<file path="src/rtl/ocp_pkg.sv">
package ocp_pkg;

  // Power-level codes presented on pwr_lvl_i
  typedef enum logic [1:0] {
    LVL_FULL  = 2'd0,
    LVL_C1    = 2'd1,
    LVL_C12   = 2'd2,
    LVL_SPARE = 2'd3
  } pwr_lvl_e;

endpackage

</file>
<file path="src/rtl/ocp_rst_sync.sv">
module ocp_rst_sync (
  input  logic clk_i,
  input  logic rst_ni,
  output logic rst_sync_no
);

  logic [1:0] sync_q;

  always_ff @(posedge clk_i or negedge rst_ni) begin
    if (!rst_ni) begin
      sync_q <= 2'b00;
    end else begin
      sync_q <= {sync_q[0], 1'b1};
    end
  end

  assign rst_sync_no = sync_q[1];

endmodule

</file>
<file path="src/rtl/ocp_thresh_sel.sv">
module ocp_thresh_sel
  import ocp_pkg::*;
#(
  parameter int CUR_W    = 10,
  parameter int THR_FULL = 400,
  parameter int THR_C1   = 98,
  parameter int THR_C12  = 180
) (
  input  logic [1:0]       lvl_i,
  output logic [CUR_W-1:0] thr_o
);

  always_comb begin
    case (pwr_lvl_e'(lvl_i))
      LVL_FULL:  thr_o = CUR_W'(THR_FULL);
      LVL_C1:    thr_o = CUR_W'(THR_C1);
      LVL_C12:   thr_o = CUR_W'(THR_C12);
      // unused code falls back to the most restrictive grant
      LVL_SPARE: thr_o = CUR_W'(THR_C1);
      default:   thr_o = CUR_W'(THR_C1);
    endcase
  end

endmodule

</file>
<file path="src/rtl/ocp_leaky_cnt.sv">
module ocp_leaky_cnt #(
  parameter int  TRIP_TICKS = 60,
  parameter int  DIV_LOG2   = 4,
  localparam int TMR_W      = $clog2(TRIP_TICKS + 1)
) (
  input  logic             clk_i,
  input  logic             rst_ni,
  input  logic             clr_i,
  input  logic             en_i,
  input  logic             up_i,
  input  logic             dn_i,
  output logic [TMR_W-1:0] tmr_o,
  output logic             trip_o
);

  logic [TMR_W-1:0] tmr_q, tmr_d;
  logic             tmr_en;
  logic             dec_go;

  generate
    if (DIV_LOG2 > 0) begin : g_pre
      logic [DIV_LOG2-1:0] pre_q, pre_d;
      logic                pre_en;

      always_comb begin
        pre_d  = pre_q;
        pre_en = clr_i || !en_i || up_i || dn_i;
        if (clr_i || !en_i || up_i) begin
          pre_d = '0;
        end else if (dn_i) begin
          pre_d = pre_q + 1'b1;
        end
      end

      always_ff @(posedge clk_i or negedge rst_ni) begin
        if (!rst_ni) begin
          pre_q <= '0;
        end else if (pre_en) begin
          pre_q <= pre_d;
        end
      end

      assign dec_go = dn_i && (pre_q == {DIV_LOG2{1'b1}});
    end else begin : g_nopre
      assign dec_go = dn_i;
    end
  endgenerate

  assign trip_o = up_i && (tmr_q >= TMR_W'(TRIP_TICKS - 1));

  always_comb begin
    tmr_d  = tmr_q;
    tmr_en = clr_i || !en_i || up_i || dec_go;
    if (clr_i || !en_i) begin
      tmr_d = '0;
    end else if (up_i) begin
      tmr_d = trip_o ? TMR_W'(TRIP_TICKS) : tmr_q + 1'b1;
    end else if (dec_go && (tmr_q != '0)) begin
      tmr_d = tmr_q - 1'b1;
    end
  end

  always_ff @(posedge clk_i or negedge rst_ni) begin
    if (!rst_ni) begin
      tmr_q <= '0;
    end else if (tmr_en) begin
      tmr_q <= tmr_d;
    end
  end

  assign tmr_o = tmr_q;

endmodule

</file>
<file path="src/rtl/ocp_trip_latch.sv">
module ocp_trip_latch (
  input  logic clk_i,
  input  logic rst_ni,
  input  logic clr_i,
  input  logic trip_set_i,
  input  logic short_set_i,
  output logic fault_o,
  output logic short_o
);

  logic fault_q, fault_d;
  logic short_q, short_d;
  logic flag_en;

  always_comb begin
    flag_en = clr_i || trip_set_i || short_set_i;
    fault_d = clr_i ? 1'b0 : (fault_q || trip_set_i);
    short_d = clr_i ? 1'b0 : (short_q || short_set_i);
  end

  always_ff @(posedge clk_i or negedge rst_ni) begin
    if (!rst_ni) begin
      fault_q <= 1'b0;
      short_q <= 1'b0;
    end else if (flag_en) begin
      fault_q <= fault_d;
      short_q <= short_d;
    end
  end

  assign fault_o = fault_q;
  assign short_o = short_q;

endmodule

</file>
<file path="src/rtl/ocp_leaky_timer.sv">
module ocp_leaky_timer #(
  parameter int  CUR_W      = 10,
  parameter int  TRIP_TICKS = 60,
  parameter int  DIV_LOG2   = 4,
  parameter int  THR_FULL   = 400,
  parameter int  THR_C1     = 98,
  parameter int  THR_C12    = 180,
  parameter int  SHORT_THR  = 800,
  localparam int TMR_W      = $clog2(TRIP_TICKS + 1)
) (
  input  logic             clk_i,
  input  logic             rst_ni,
  input  logic [CUR_W-1:0] isense_i,
  input  logic             sample_vld_i,
  input  logic [1:0]       pwr_lvl_i,
  input  logic             vout_low_i,
  input  logic             en_i,
  input  logic             clr_i,
  output logic             ocp_fault_o,
  output logic             short_fault_o,
  output logic             shutdown_req_o,
  output logic [TMR_W-1:0] ocp_tmr_o
);

  logic             rst_sync_n;
  logic [CUR_W-1:0] thr;
  logic             live, sample, above;
  logic             step_up, step_dn;
  logic             trip_hit, short_set;
  logic             fault_q, short_q;

  ocp_rst_sync u_rst (
    .clk_i       (clk_i),
    .rst_ni      (rst_ni),
    .rst_sync_no (rst_sync_n)
  );

  ocp_thresh_sel #(
    .CUR_W    (CUR_W),
    .THR_FULL (THR_FULL),
    .THR_C1   (THR_C1),
    .THR_C12  (THR_C12)
  ) u_thr (
    .lvl_i (pwr_lvl_i),
    .thr_o (thr)
  );

  // a sample counts only while powered, not clearing and not tripped
  always_comb begin
    live      = en_i && !clr_i && !(fault_q || short_q);
    sample    = sample_vld_i && live;
    above     = isense_i > thr;
    step_up   = sample && above;
    step_dn   = sample && !above;
    short_set = en_i && !clr_i &&
                (vout_low_i || (sample_vld_i && (isense_i > CUR_W'(SHORT_THR))));
  end

  ocp_leaky_cnt #(
    .TRIP_TICKS (TRIP_TICKS),
    .DIV_LOG2   (DIV_LOG2)
  ) u_cnt (
    .clk_i  (clk_i),
    .rst_ni (rst_sync_n),
    .clr_i  (clr_i),
    .en_i   (en_i),
    .up_i   (step_up),
    .dn_i   (step_dn),
    .tmr_o  (ocp_tmr_o),
    .trip_o (trip_hit)
  );

  ocp_trip_latch u_flags (
    .clk_i       (clk_i),
    .rst_ni      (rst_sync_n),
    .clr_i       (clr_i),
    .trip_set_i  (trip_hit),
    .short_set_i (short_set),
    .fault_o     (fault_q),
    .short_o     (short_q)
  );

  assign ocp_fault_o    = fault_q;
  assign short_fault_o  = short_q;
  assign shutdown_req_o = fault_q || short_q;

endmodule

</file>
<file path="config.mk">
export PLATFORM = sky130hd
export DESIGN_NAME = ocp_leaky_timer
export DESIGN_NICKNAME = d
export VERILOG_FILES = /design/src/rtl/ocp_pkg.sv /design/src/rtl/ocp_rst_sync.sv /design/src/rtl/ocp_thresh_sel.sv /design/src/rtl/ocp_leaky_cnt.sv /design/src/rtl/ocp_trip_latch.sv /design/src/rtl/ocp_leaky_timer.sv
export SDC_FILE = /design/constraint.sdc
export NUM_CORES = 1
export LEC_CHECK = 0
export BUFFER_PORTS_ARGS = -buffer_cell sky130_fd_sc_hd__buf_4
export CORE_UTILIZATION = 58
export DETAILED_ROUTE_END_ITERATION = 16
export GPL_TIMING_DRIVEN = 0
export PLACE_DENSITY = 0.84
export SLEW_MARGIN = 20
export SYNTH_ARGS = -nofsm -noshare
export SYNTH_HDL_FRONTEND = slang
export SYNTH_HIERARCHICAL = 1
export SYNTH_SLANG_ARGS = --single-unit
</file>
<file path="constraint.sdc">
create_clock -name clk_i -period 1.8 [get_ports clk_i]
set_clock_uncertainty 0.2 [all_clocks]
set_input_delay 0.09 -clock clk_i [delete_from_list [all_inputs] [get_ports clk_i]]
set_output_delay 0.09 -clock clk_i [all_outputs]
set_load 0.005 [all_outputs]
</file>
==> impl_metrics.tcl <==
set metrics [dict create \
    rsz0062_at_grt "yes" \
    routedWlPerCell_um 21.5 \
    antenna_cells 0 \
    grt_max_degree 13 \
    synth_warnings 6 \
    fp.dieW_um 48.2 \
    die_area_sq_um 2320 \
    start_kind "input port" \
    die_h_um 48.2 \
    cts-htree-levels 1 \
    cp.arrival_ns 2.66 \
    hold_path_class "reg2async" \
    cts_root_buffer "clkbuf_4" \
    critPathBufInv 2 \
    numClockSinks 14 \
    area_delta_synth_final_pct 43.8 \
    cp_cell_sequence "buf_4, or2_1, inv_2, ha_4, nand4_1, nor2_2, a2111o_1, and4b_2, or4b_4, o22ai_4, a21oi_1, o22a_1" \
    netlist_instances 141 \
    worst_setup_path_end_kind "flop" \
    core_area_sq_um 1980 \
    power_density_nw_per_um2 632 \
    cp_top_family "simple AND/OR/NAND/NOR gates" \
    hpwl_um 2250 \
    final_common_cell "buf_4" \
    drv_slew 0 \
    place.gp.congestion 0.899 \
    stdcell_count 211 \
    drc 0 \
    clk-insertion-delay-late_ns 0.29 \
    clk_path_buf_depth 2 \
    cts.clk_slew.worst_paths_ns 0.10 \
    status "finished, violations left" \
    io_buffers 26 \
    ios 27 \
    routed_wl_um 4530 \
    pre_cts_slack_ns -1.18 \
    worst-path-max-fanout 8 \
    peakVddDrop_mv 0.627 \
    final_cell_mix "buf_4, dfrtp_1, inv_1" \
    failed_checks "setup timing" \
    crit_type "in2reg" \
    grt_overflow 0 \
    cp_slowest_cell "or4b_4" \
    fin_crit_ns 2.67 \
    numCtsBuffers 3 \
    first_global_vias 1157 \
    synth_top_area_frac 0.283 \
    p_total_mw 1.13 \
    cts_tree "yes" \
    antenna_found_initial 0 \
    vias_per_cell 6.34 \
    grt_first_pass_wirelength_um 5220 \
    synthesis.area_sq_um 1240 \
    critical_path_required_ns 1.79 \
    synth_area_per_cell_sq_um 8.79 \
    fin_util 0.899 \
    rr_worst_depth 7 \
    finalSetupViolCount 11 \
    slowest_delay_ns 0.51 \
    drt_iter0_markers 51 \
    ys_seq_elements 14 \
    drive_gt1_frac 0.435 \
    synth_cell_types 51 \
    crit_cells 12 \
    finalSetupTns_ns -7.51 \
    nFillCells 92 \
    rows 16 \
    vias 1337 \
    dr.pass1.iters 4 \
    worst_pin_slew_ns 0.530 \
    nets 217 \
    max_slew_margin 0.646 \
    finalHoldViolations 0 \
    cap_viol_max_count 0 \
    synth_seq_area_share 0.283 \
    yosys.area.top_type "dfrtp_1" \
    finalWorstSetupSlack_ns -0.868 \
    initial_utilization 0.625 \
    async_flop_share 1.00 \
    place_inst 196 \
    drt.antenna.violating_nets 0 \
    synth_edf_count 0 \
    grtUsageTotal 0.334 \
    synth.area.top_cells "dfrtp_1, ha_1, inv_1, buf_4, a21oi_1" \
    p_leak_nw 0.854 \
    max_freq_ghz 0.375 \
    finalCritPeriodShare 1.48 \
    synthFlopType "dfrtp_1" \
]
==> stage by stage <==
| stage | cell area (sq um) | hold WS (ns) |
|---|---|---|
| after CTS | 1700 | -0.107 |
| after global routing | 1780 | 0.0612 |
| after floorplan | 1290 | -0.406 |
| after global placement | 1520 | -0.326 |
| after detailed placement | 1520 | -0.326 |
| final | 1780 | 0.0220 |
==> Yosys cell counts, drive strengths merged (2+ instances only) <==
library cell and instances:
nand2b 3, o21ba 2, a21oi 9, or2 2
buf 8, inv 15, or4b 2, nand2 8
and4 2, conb 2, xor2 3, clkbuf 2
and3 2, nor4 2, nor2 9, and3b 2
nand4 4, nand3 5, o21ai 6, dfrtp 14
nor2b 2, nor3b 2, ha 14
==> layer usage <==
metal | share of wire | track usage
met5 | 0 | 0
met4 | 0.036 | 0.150
met3 | 0.099 | 0.100
met2 | 0.51 | 0.584
met1 | 0.35 | 0.371
==> layout make-up <==
type                       count  area (sq um)  share of cell area
multi-input combinational    104           927               0.520
buffer                         9          72.6              0.0407
clock buffer                   4          36.3              0.0204
inverter                      15          58.8              0.0330
tap                           27          33.8              0.0190
timing repair buffer          38           303               0.170
sequential                    14           350               0.197
==> registers in the layout, indices dropped and copies added (netlist names) <==
| name | count |
|---|---|
| u_cnt/g_pre.pre_q | 4 |
| u_cnt/tmr_o | 6 |
| u_flags/fault_o | 1 |
| u_flags/short_o | 1 |
| u_rst/sync_q | 2 |
==> where the power goes <==
part	internal, mW	switching [mW]
sequential	0.341	0.0489
clock	0.123	0.118
combinational	0.241	0.254
total	0.705	0.421
==> cell families (layout without fill, tap and decap cells) <==
family                     after synthesis  count (layout)  synth area share
and+or+nand+nor                         49              49             0.239
muxes                                    1               1           0.00808
AOI/OAI and AO/OA                       32              32             0.200
adders and majority gates               14              14             0.141
DFF                                     14              14             0.283
xor gates and xnor gates                 4               4            0.0283
buffers and inverters                   25              66            0.0939
other                                    2               4           0.00606
==> path summary, 6_finish.rpt <==
kind,slack [ns],startpoint,to
worst min register to register,0.02,u_rst/sync_q[1]$_DFF_PN0_,u_flags/fault_o$_DFFE_PN0P_
worst max register to register,-0.70,u_flags/short_o$_DFFE_PN0P_,u_cnt/tmr_o[4]$_DFFE_PN0P_
worst max-delay path,-0.87,pwr_lvl_i[1],u_cnt/tmr_o[2]$_DFFE_PN0P_
max in group asynchronous,0.78,rst_ni,u_rst/sync_q[1]$_DFF_PN0_
min in group clk_i,0.04,clr_i,u_cnt/tmr_o[5]$_DFFE_PN0P_
worst min-delay path,0.02,u_rst/sync_q[1]$_DFF_PN0_,u_flags/fault_o$_DFFE_PN0P_
==> timing repair <==
item,4_1_cts,5_1_grt
pin swaps,9,8
resized for setup,13,20
buffers inserted,7,1
setup endpoints to repair,11,12
hold buffers,3,1
endpoints found under the hold margin,4,1
Power figures use the tool's default switching activity.
